==> config.mk <==
export PLATFORM = sky130hd
export DESIGN_NAME = mcp_core
export DESIGN_NICKNAME = d
export VERILOG_FILES = /design/src/rtl/mcp_pkg.sv /design/src/rtl/mcp_regfile.sv /design/src/rtl/mcp_alu.sv /design/src/rtl/mcp_decode.sv /design/src/rtl/mcp_core.sv
export SDC_FILE = /design/constraint.sdc
export NUM_CORES = 2
export LEC_CHECK = 0
export BUFFER_PORTS_ARGS = -buffer_cell sky130_fd_sc_hd__buf_2
export CAP_MARGIN = 20
export CELL_PAD_IN_SITES_DETAIL_PLACEMENT = 0
export CELL_PAD_IN_SITES_GLOBAL_PLACEMENT = 2
export CORE_MARGIN = 5
export CORE_UTILIZATION = 41
export DETAILED_ROUTE_END_ITERATION = 12
export PLACE_DENSITY = 0.77
export SYNTH_ARGS = -nofsm -noshare
export SYNTH_HDL_FRONTEND = slang
export SYNTH_SLANG_ARGS = --single-unit
==> constraint.sdc <==
create_clock -name clk -period 5.25 [get_ports clk]
set_input_delay 1.05 -clock clk [delete_from_list [all_inputs] [get_ports clk]]
set_output_delay 1.05 -clock clk [all_outputs]
set_load 0.05 [all_outputs]
==> src/rtl/mcp_pkg.sv <==
package mcp_pkg;
    localparam int XLEN = 32;

    localparam logic [5:0] OPC_REG  = 6'h00;
    localparam logic [5:0] OPC_JMP  = 6'h02;
    localparam logic [5:0] OPC_BEQ  = 6'h04;
    localparam logic [5:0] OPC_BNE  = 6'h05;
    localparam logic [5:0] OPC_ADDI = 6'h08;
    localparam logic [5:0] OPC_SLTI = 6'h0A;
    localparam logic [5:0] OPC_ANDI = 6'h0C;
    localparam logic [5:0] OPC_ORI  = 6'h0D;
    localparam logic [5:0] OPC_LUI  = 6'h0F;
    localparam logic [5:0] OPC_LW   = 6'h23;
    localparam logic [5:0] OPC_SW   = 6'h2B;

    localparam logic [5:0] FN_SLL = 6'h00;
    localparam logic [5:0] FN_SRL = 6'h02;
    localparam logic [5:0] FN_ADD = 6'h20;
    localparam logic [5:0] FN_SUB = 6'h22;
    localparam logic [5:0] FN_AND = 6'h24;
    localparam logic [5:0] FN_OR  = 6'h25;
    localparam logic [5:0] FN_NOR = 6'h27;
    localparam logic [5:0] FN_SLT = 6'h2A;

    typedef enum logic [2:0] {
        ST_FETCH, ST_ADVANCE, ST_DECODE, ST_EXEC, ST_MEMACC
    } cpu_state_t;

    typedef enum logic [3:0] {
        ALU_ADD, ALU_SUB, ALU_AND, ALU_OR, ALU_NOR,
        ALU_SLT, ALU_SLL, ALU_SRL, ALU_LUI
    } alu_op_t;

    typedef enum logic [2:0] {
        K_NOP, K_ALU, K_LOAD, K_STORE, K_BEQ, K_BNE, K_JUMP
    } instr_kind_t;

    typedef struct packed {
        instr_kind_t     kind;
        alu_op_t         op;
        logic            use_imm;
        logic [XLEN-1:0] imm;
        logic [4:0]      dst;
        logic            bad;
    } ctl_t;
endpackage

==> src/rtl/mcp_regfile.sv <==
module mcp_regfile #(
    parameter int NREG = 32,
    parameter int DW   = 32,
    localparam int IW  = $clog2(NREG)
) (
    input  logic          clk,
    input  logic          rst_n,
    input  logic [IW-1:0] ra_a,
    input  logic [IW-1:0] ra_b,
    output logic [DW-1:0] rd_a,
    output logic [DW-1:0] rd_b,
    input  logic          we,
    input  logic [IW-1:0] wa,
    input  logic [DW-1:0] wd
);
    logic [DW-1:0] regs [NREG];

    always_ff @(posedge clk) begin
        if (!rst_n) begin
            for (int i = 0; i < NREG; i++) regs[i] <= '0;
        end else if (we && wa != '0) begin
            regs[wa] <= wd;
        end
    end

    assign rd_a = (ra_a == '0) ? '0 : regs[ra_a];
    assign rd_b = (ra_b == '0) ? '0 : regs[ra_b];
endmodule

==> src/rtl/mcp_alu.sv <==
module mcp_alu
    import mcp_pkg::*;
#(
    parameter int DW = XLEN
) (
    input  alu_op_t       op,
    input  logic [DW-1:0] a,
    input  logic [DW-1:0] b,
    input  logic [4:0]    sh,
    output logic [DW-1:0] y
);
    always_comb begin
        unique case (op)
            ALU_ADD: y = a + b;
            ALU_SUB: y = a - b;
            ALU_AND: y = a & b;
            ALU_OR:  y = a | b;
            ALU_NOR: y = ~(a | b);
            ALU_SLT: y = {{(DW-1){1'b0}}, $signed(a) < $signed(b)};
            ALU_SLL: y = b << sh;
            ALU_SRL: y = b >> sh;
            ALU_LUI: y = b << (DW/2);
            default: y = '0;
        endcase
    end
endmodule

==> src/rtl/mcp_decode.sv <==
module mcp_decode
    import mcp_pkg::*;
(
    input  logic [XLEN-1:0] ir,
    output ctl_t            ctl
);
    logic [5:0]      opc, fn;
    logic [XLEN-1:0] sext, zext;

    assign opc  = ir[31:26];
    assign fn   = ir[5:0];
    assign sext = {{(XLEN-16){ir[15]}}, ir[15:0]};
    assign zext = {{(XLEN-16){1'b0}}, ir[15:0]};

    always_comb begin
        ctl.kind    = K_NOP;
        ctl.op      = ALU_ADD;
        ctl.use_imm = 1'b1;
        ctl.imm     = sext;
        ctl.dst     = ir[20:16];
        ctl.bad     = 1'b0;
        case (opc)
            OPC_REG: begin
                ctl.kind    = K_ALU;
                ctl.use_imm = 1'b0;
                ctl.dst     = ir[15:11];
                case (fn)
                    FN_ADD:  ctl.op = ALU_ADD;
                    FN_SUB:  ctl.op = ALU_SUB;
                    FN_AND:  ctl.op = ALU_AND;
                    FN_OR:   ctl.op = ALU_OR;
                    FN_NOR:  ctl.op = ALU_NOR;
                    FN_SLT:  ctl.op = ALU_SLT;
                    FN_SLL:  ctl.op = ALU_SLL;
                    FN_SRL:  ctl.op = ALU_SRL;
                    default: begin
                        ctl.kind = K_NOP;
                        ctl.bad  = 1'b1;
                    end
                endcase
            end
            OPC_ADDI: ctl.kind = K_ALU;
            OPC_SLTI: begin ctl.kind = K_ALU; ctl.op = ALU_SLT; end
            OPC_ANDI: begin ctl.kind = K_ALU; ctl.op = ALU_AND; ctl.imm = zext; end
            OPC_ORI:  begin ctl.kind = K_ALU; ctl.op = ALU_OR;  ctl.imm = zext; end
            OPC_LUI:  begin ctl.kind = K_ALU; ctl.op = ALU_LUI; ctl.imm = zext; end
            OPC_LW:   ctl.kind = K_LOAD;
            OPC_SW:   ctl.kind = K_STORE;
            OPC_BEQ:  ctl.kind = K_BEQ;
            OPC_BNE:  ctl.kind = K_BNE;
            OPC_JMP:  ctl.kind = K_JUMP;
            default:  ctl.bad  = 1'b1;
        endcase
    end
endmodule

==> src/rtl/mcp_core.sv <==
module mcp_core
    import mcp_pkg::*;
#(
    parameter int          NREG     = 32,
    parameter logic [31:0] RESET_PC = 32'h0
) (
    input  logic        clk,
    input  logic        rst_n,
    output logic        mem_req,
    output logic        mem_we,
    output logic [31:0] mem_addr,
    output logic [31:0] mem_wdata,
    input  logic [31:0] mem_rdata,
    input  logic        mem_valid,
    output logic        misalign_err,
    output logic        illegal_op
);
    localparam int RIW = $clog2(NREG);

    cpu_state_t      state, state_nx;
    logic [XLEN-1:0] pc, ir, a_q, b_q, maddr_q;
    logic [XLEN-1:0] rf_a, rf_b, alu_y, rf_wd;
    logic            rf_we, taken, is_mem, aligned;
    ctl_t            ctl;

    mcp_decode u_dec (.ir(ir), .ctl(ctl));

    mcp_regfile #(.NREG(NREG), .DW(XLEN)) u_rf (
        .clk(clk), .rst_n(rst_n),
        .ra_a(ir[21 +: RIW]), .ra_b(ir[16 +: RIW]),
        .rd_a(rf_a), .rd_b(rf_b),
        .we(rf_we), .wa(ctl.dst[RIW-1:0]), .wd(rf_wd)
    );

    mcp_alu #(.DW(XLEN)) u_alu (
        .op(ctl.op), .a(a_q), .b(ctl.use_imm ? ctl.imm : b_q),
        .sh(ir[10:6]), .y(alu_y)
    );

    assign taken   = (ctl.kind == K_BEQ && a_q == b_q) ||
                     (ctl.kind == K_BNE && a_q != b_q);
    assign is_mem  = (ctl.kind == K_LOAD) || (ctl.kind == K_STORE);
    assign aligned = (alu_y[1:0] == 2'b00);

    // state register
    always_ff @(posedge clk) begin
        if (!rst_n) state <= ST_FETCH;
        else        state <= state_nx;
    end

    // transitions
    always_comb begin
        state_nx = state;
        unique case (state)
            ST_FETCH:   if (mem_valid) state_nx = ST_ADVANCE;
            ST_ADVANCE: state_nx = ST_DECODE;
            ST_DECODE:  state_nx = ST_EXEC;
            ST_EXEC:    state_nx = (is_mem && aligned) ? ST_MEMACC : ST_FETCH;
            ST_MEMACC:  if (mem_valid) state_nx = ST_FETCH;
            default:    state_nx = ST_FETCH;
        endcase
    end

    // outputs
    always_comb begin
        mem_req   = (state == ST_FETCH) || (state == ST_MEMACC);
        mem_we    = (state == ST_MEMACC) && (ctl.kind == K_STORE);
        mem_addr  = (state == ST_MEMACC) ? maddr_q : pc;
        mem_wdata = b_q;
        rf_we     = ((state == ST_EXEC) && (ctl.kind == K_ALU)) ||
                    ((state == ST_MEMACC) && mem_valid && (ctl.kind == K_LOAD));
        rf_wd     = (state == ST_MEMACC) ? mem_rdata : alu_y;
    end

    // datapath registers
    always_ff @(posedge clk) begin
        if (!rst_n) begin
            pc           <= RESET_PC;
            ir           <= '0;
            a_q          <= '0;
            b_q          <= '0;
            maddr_q      <= '0;
            misalign_err <= 1'b0;
            illegal_op   <= 1'b0;
        end else begin
            unique case (state)
                ST_FETCH:   if (mem_valid) ir <= mem_rdata;
                ST_ADVANCE: pc <= pc + 32'd4;
                ST_DECODE: begin
                    a_q <= rf_a;
                    b_q <= rf_b;
                end
                ST_EXEC: begin
                    maddr_q <= alu_y;
                    if (taken)                 pc <= pc + {ctl.imm[XLEN-3:0], 2'b00};
                    if (ctl.kind == K_JUMP)    pc <= {pc[31:28], ir[25:0], 2'b00};
                    if (is_mem && !aligned)    misalign_err <= 1'b1;
                    if (ctl.bad)               illegal_op   <= 1'b1;
                end
                ST_MEMACC: ;
                default: ;
            endcase
        end
    end
endmodule

==> results.sh <==
export IMPL_status="completed"
export IMPL_synth_area_mux_share_pct=23.44
export IMPL_finalSetupViolCount=0
export IMPL_syn_area_per_cell_um2=11.98
export IMPL_setup_tns_ns=0
export IMPL_synthTopCellsByArea="edfxtp_1 (42%), mux4_2 (22%), nor2_1 (5.6%)"
export IMPL_synth_main_ff_cell="edfxtp_1"
export IMPL_io_pins=103
export IMPL_rows=154
export IMPL_die_y_um=431.5
export IMPL_die_x_um=431.5
export IMPL_drive_gt1_share_pct=26.90
export IMPL_numCtsBuffers=139
export IMPL_power_density_mw_per_mm2=331.0
export IMPL_critPathLaunchType="register"
export IMPL_grt_max_degree=99
export IMPL_antenna_found_initial=4
export IMPL_cap_violations=0
export IMPL_dieArea_mm2=0.1862
export IMPL_synth_area_leader_cell="edfxtp_1"
export IMPL_synthArstFlopShare_pct=0
export IMPL_slowest_stage="or3_1"
export IMPL_io_buffer_count=102
export IMPL_area_growth_pct=14.90
export IMPL_p_leak_uw=0.02864
export IMPL_grt_pass1_wl_um=452500
export IMPL_cts_clk_slew_worst_paths_ns=0.06
export IMPL_clk_insertion_delay_late_ns=0.84
export IMPL_placed_area_mm2=0.07902
export IMPL_vias=58575
export IMPL_pre_cts_slack_ns=-0.3779
export IMPL_syn_area_mm2=0.07284
export IMPL_track_usage_pct=34.42
export IMPL_synth_fa_ha_area_share_pct=2.247
export IMPL_drcViolationCount=0
export IMPL_gp_congestion=1.034
export IMPL_cpLargestDelayFamily="simple AND/OR/NAND/NOR gates"
export IMPL_synth_xor_area_share_pct=0.7815
export IMPL_synth_top_family_by_area="multiplexers"
export IMPL_rsz0062_at_grt="yes"
export IMPL_timing_critical_path_mode_cell="buf_4"
export IMPL_drt_total_wl_um=326700
export IMPL_hpwl_um=221700
export IMPL_cp_max_fo=31
export IMPL_cp_required_ns=5.75
export IMPL_final_area_mm2=0.08369
export IMPL_seq_area_mm2=0.03426
export IMPL_cp_data_arrival_time_ns=5.68
export IMPL_multiInputGateArea_mm2=0.03633
export IMPL_dpl_cell_count=8431
export IMPL_core_mm2=0.1765
export IMPL_n_fill_cell=15818
export IMPL_fin_skew_ns=0.08288
export IMPL_max_stage_delay_ns=0.50
export IMPL_synth_enable_flop_cells=1024
export IMPL_cts_tree="built"
export IMPL_synth_top_area_share_pct=42.21
export IMPL_worst_path_buf_inv=6
export IMPL_synth_cell_types=115
export IMPL_drt_initial_drc_count=7920
export IMPL_fin_cells=8689
export IMPL_synth_compound_area_share_pct=10.09
export IMPL_ys_seq_area_share_pct=46.97
export IMPL_grt_ovfl_total=0
export IMPL_yosys_top_cells_count="nor2_1 (1083), edfxtp_1 (1024), mux4_2 (696), clkbuf_1 (394), nand2_1 (390)"
export IMPL_max_freq_mhz=193.2
export IMPL_postCtsHoldBufs=0
export IMPL_drtAntennaViolNets=0
export IMPL_drt_pass1_iter_count=6
export IMPL_setup_slack_ns=0.07479
export IMPL_cts_root_buf="clkbuf_16"
export IMPL_path_cells="or3_4 -> buf_4 -> buf_12 -> nor2_8 -> o21ai_1 -> buf_4 -> inv_1 -> ha_1 -> o21ba_2 -> or4_1 -> and4b_1 -> or3_1 -> o2111ai_2 -> buf_4 -> nand3_1 -> nor3b_1 -> nor4_2 -> buf_12 -> nor3_1"
export IMPL_worst_pin_slew_ns=1.112
export IMPL_synthSimpleGateAreaFrac_pct=12.29
export IMPL_netlist_instances=6079
export IMPL_end_kind="register"
export IMPL_maxSlewHeadroom_pct=24.88
export IMPL_cts_max_level=4
export IMPL_cts_buffer_depth=3
export IMPL_finalHoldViolations=0
export IMPL_grt_pass1_vias=57148
export IMPL_yosysMostFrequentCell="nor2_1"
export IMPL_wire_per_inst_um=37.59
export IMPL_fin_nets=6400
export IMPL_synth_seq_cells=1197
export IMPL_vdd_ir_drop_max_uv=245.7
export IMPL_yosys_warnings=0
export IMPL_via_per_inst=6.741
export IMPL_period_minus_slack_ns=5.175
export IMPL_layout_worst_path_cycle_share_pct=98.58
export IMPL_worst_setup_path_type="reg -> reg"
export IMPL_initial_core_util_pct=41.27
export IMPL_clock_sinks=1197
export IMPL_hold_class="reg -> reg"
export IMPL_slew_viol_final=0
-- worst register-to-register path: cells and delay by family (launching register included) --
family                   cells  cell delay (ns)
AND/OR/NAND/NOR              9             2.57
buffers and inverters        6             1.05
AO/OA/AOI/OAI                3             0.68
flip-flops                   1             0.33
adder cells (fa/ha/maj)      1             0.29
-- path summary, 6_finish.rpt --
check / from / endpoint / slack (ns) / cells past startpoint
worst max-delay path: ir[31] / u_rf.regs[27][27] / 0.07 / 19
worst min-delay path: maddr_q[21] / maddr_q[21] / 0.46 / 2
worst min register to register: maddr_q[21] / maddr_q[21] / 0.46 / 2
worst max register to register: ir[31] / u_rf.regs[27][27] / 0.07 / 19
-- layer usage --
layer	global-route usage, %	wire length [µm]	part of all wire (%)
met1	43.90	119900	37
met2	55.35	152800	47
met3	7.433	32840	10
met4	18.25	21160	6.5
met5	0	21	0.0064
-- repair_timing --
action                                  CTS  global route
endpoints found under the setup margin  354           310
setup buffers                             1             1
gates resized for setup                  10            23
pin swaps                                 4             5
gates cloned                              1             0
-- sequential cells by signal, indices dropped and copies added (netlist names), named ones only --
signal / cells
a_q: 32
illegal_op: 1
ir: 32
maddr_q: 32
mem_wdata: 32
misalign_err: 1
pc: 30
state: 3
u_rf.regs: 1024
-- power by group --
part | internal, µW | total, µW | switching, µW
Clock | 5430 | 9700 | 4270
Combinational | 2560 | 7000 | 4440
Sequential | 10600 | 11000 | 360
Total | 18600 | 27700 | 9070
-- per-stage QoR --
step	utilization [%]	power [µW]	hold WS (ns)
after floorplan	-	14840	0.4366
after CTS	47.36	27600	0.4570
after global routing	47.41	28430	0.4805
after detailed placement	44.77	17920	0.4482
after global placement	44.77	17910	0.4389
final	47.42	27700	0.4605
-- final cells by class --
class / instances / share of cell area, %
Tap cell: 2340 / 3.498
Multi-Input combinational cell: 4175 / 43.41
Timing Repair Buffer: 596 / 6.225
Antenna cell: 3 / 0.008970
Inverter: 127 / 0.5756
Clock inverter: 79 / 0.9553
Clock buffer: 172 / 4.391
Sequential cell: 1197 / 40.94
-- cells by family (layout without fill, tap and decap cells) --
group | count (synthesis) | in the layout
xor gates and xnor gates | 65 | 65
muxes | 832 | 832
and+or+nand+nor | 2052 | 2052
buffers and inverters | 738 | 974
other | 1 | 35
DFF | 1197 | 1197
AOI/OAI and AO/OA | 1065 | 1065
adders and majority gates | 129 | 129
-- cell usage in the layout, fill, tap and decap left out, types with 122 or more instances in the layout --
cell	count
nor2_1	1070
edfxtp_1	1024
mux4_2	696
buf_4	417
nand2_1	329
a21oi_1	261
nor3_1	228
dfxtp_1	159
o21ai_0	155
a211oi_1	149
clkbuf_16	141
ha_1	123
inv_1	122
(Power assumes the default switching activity.)
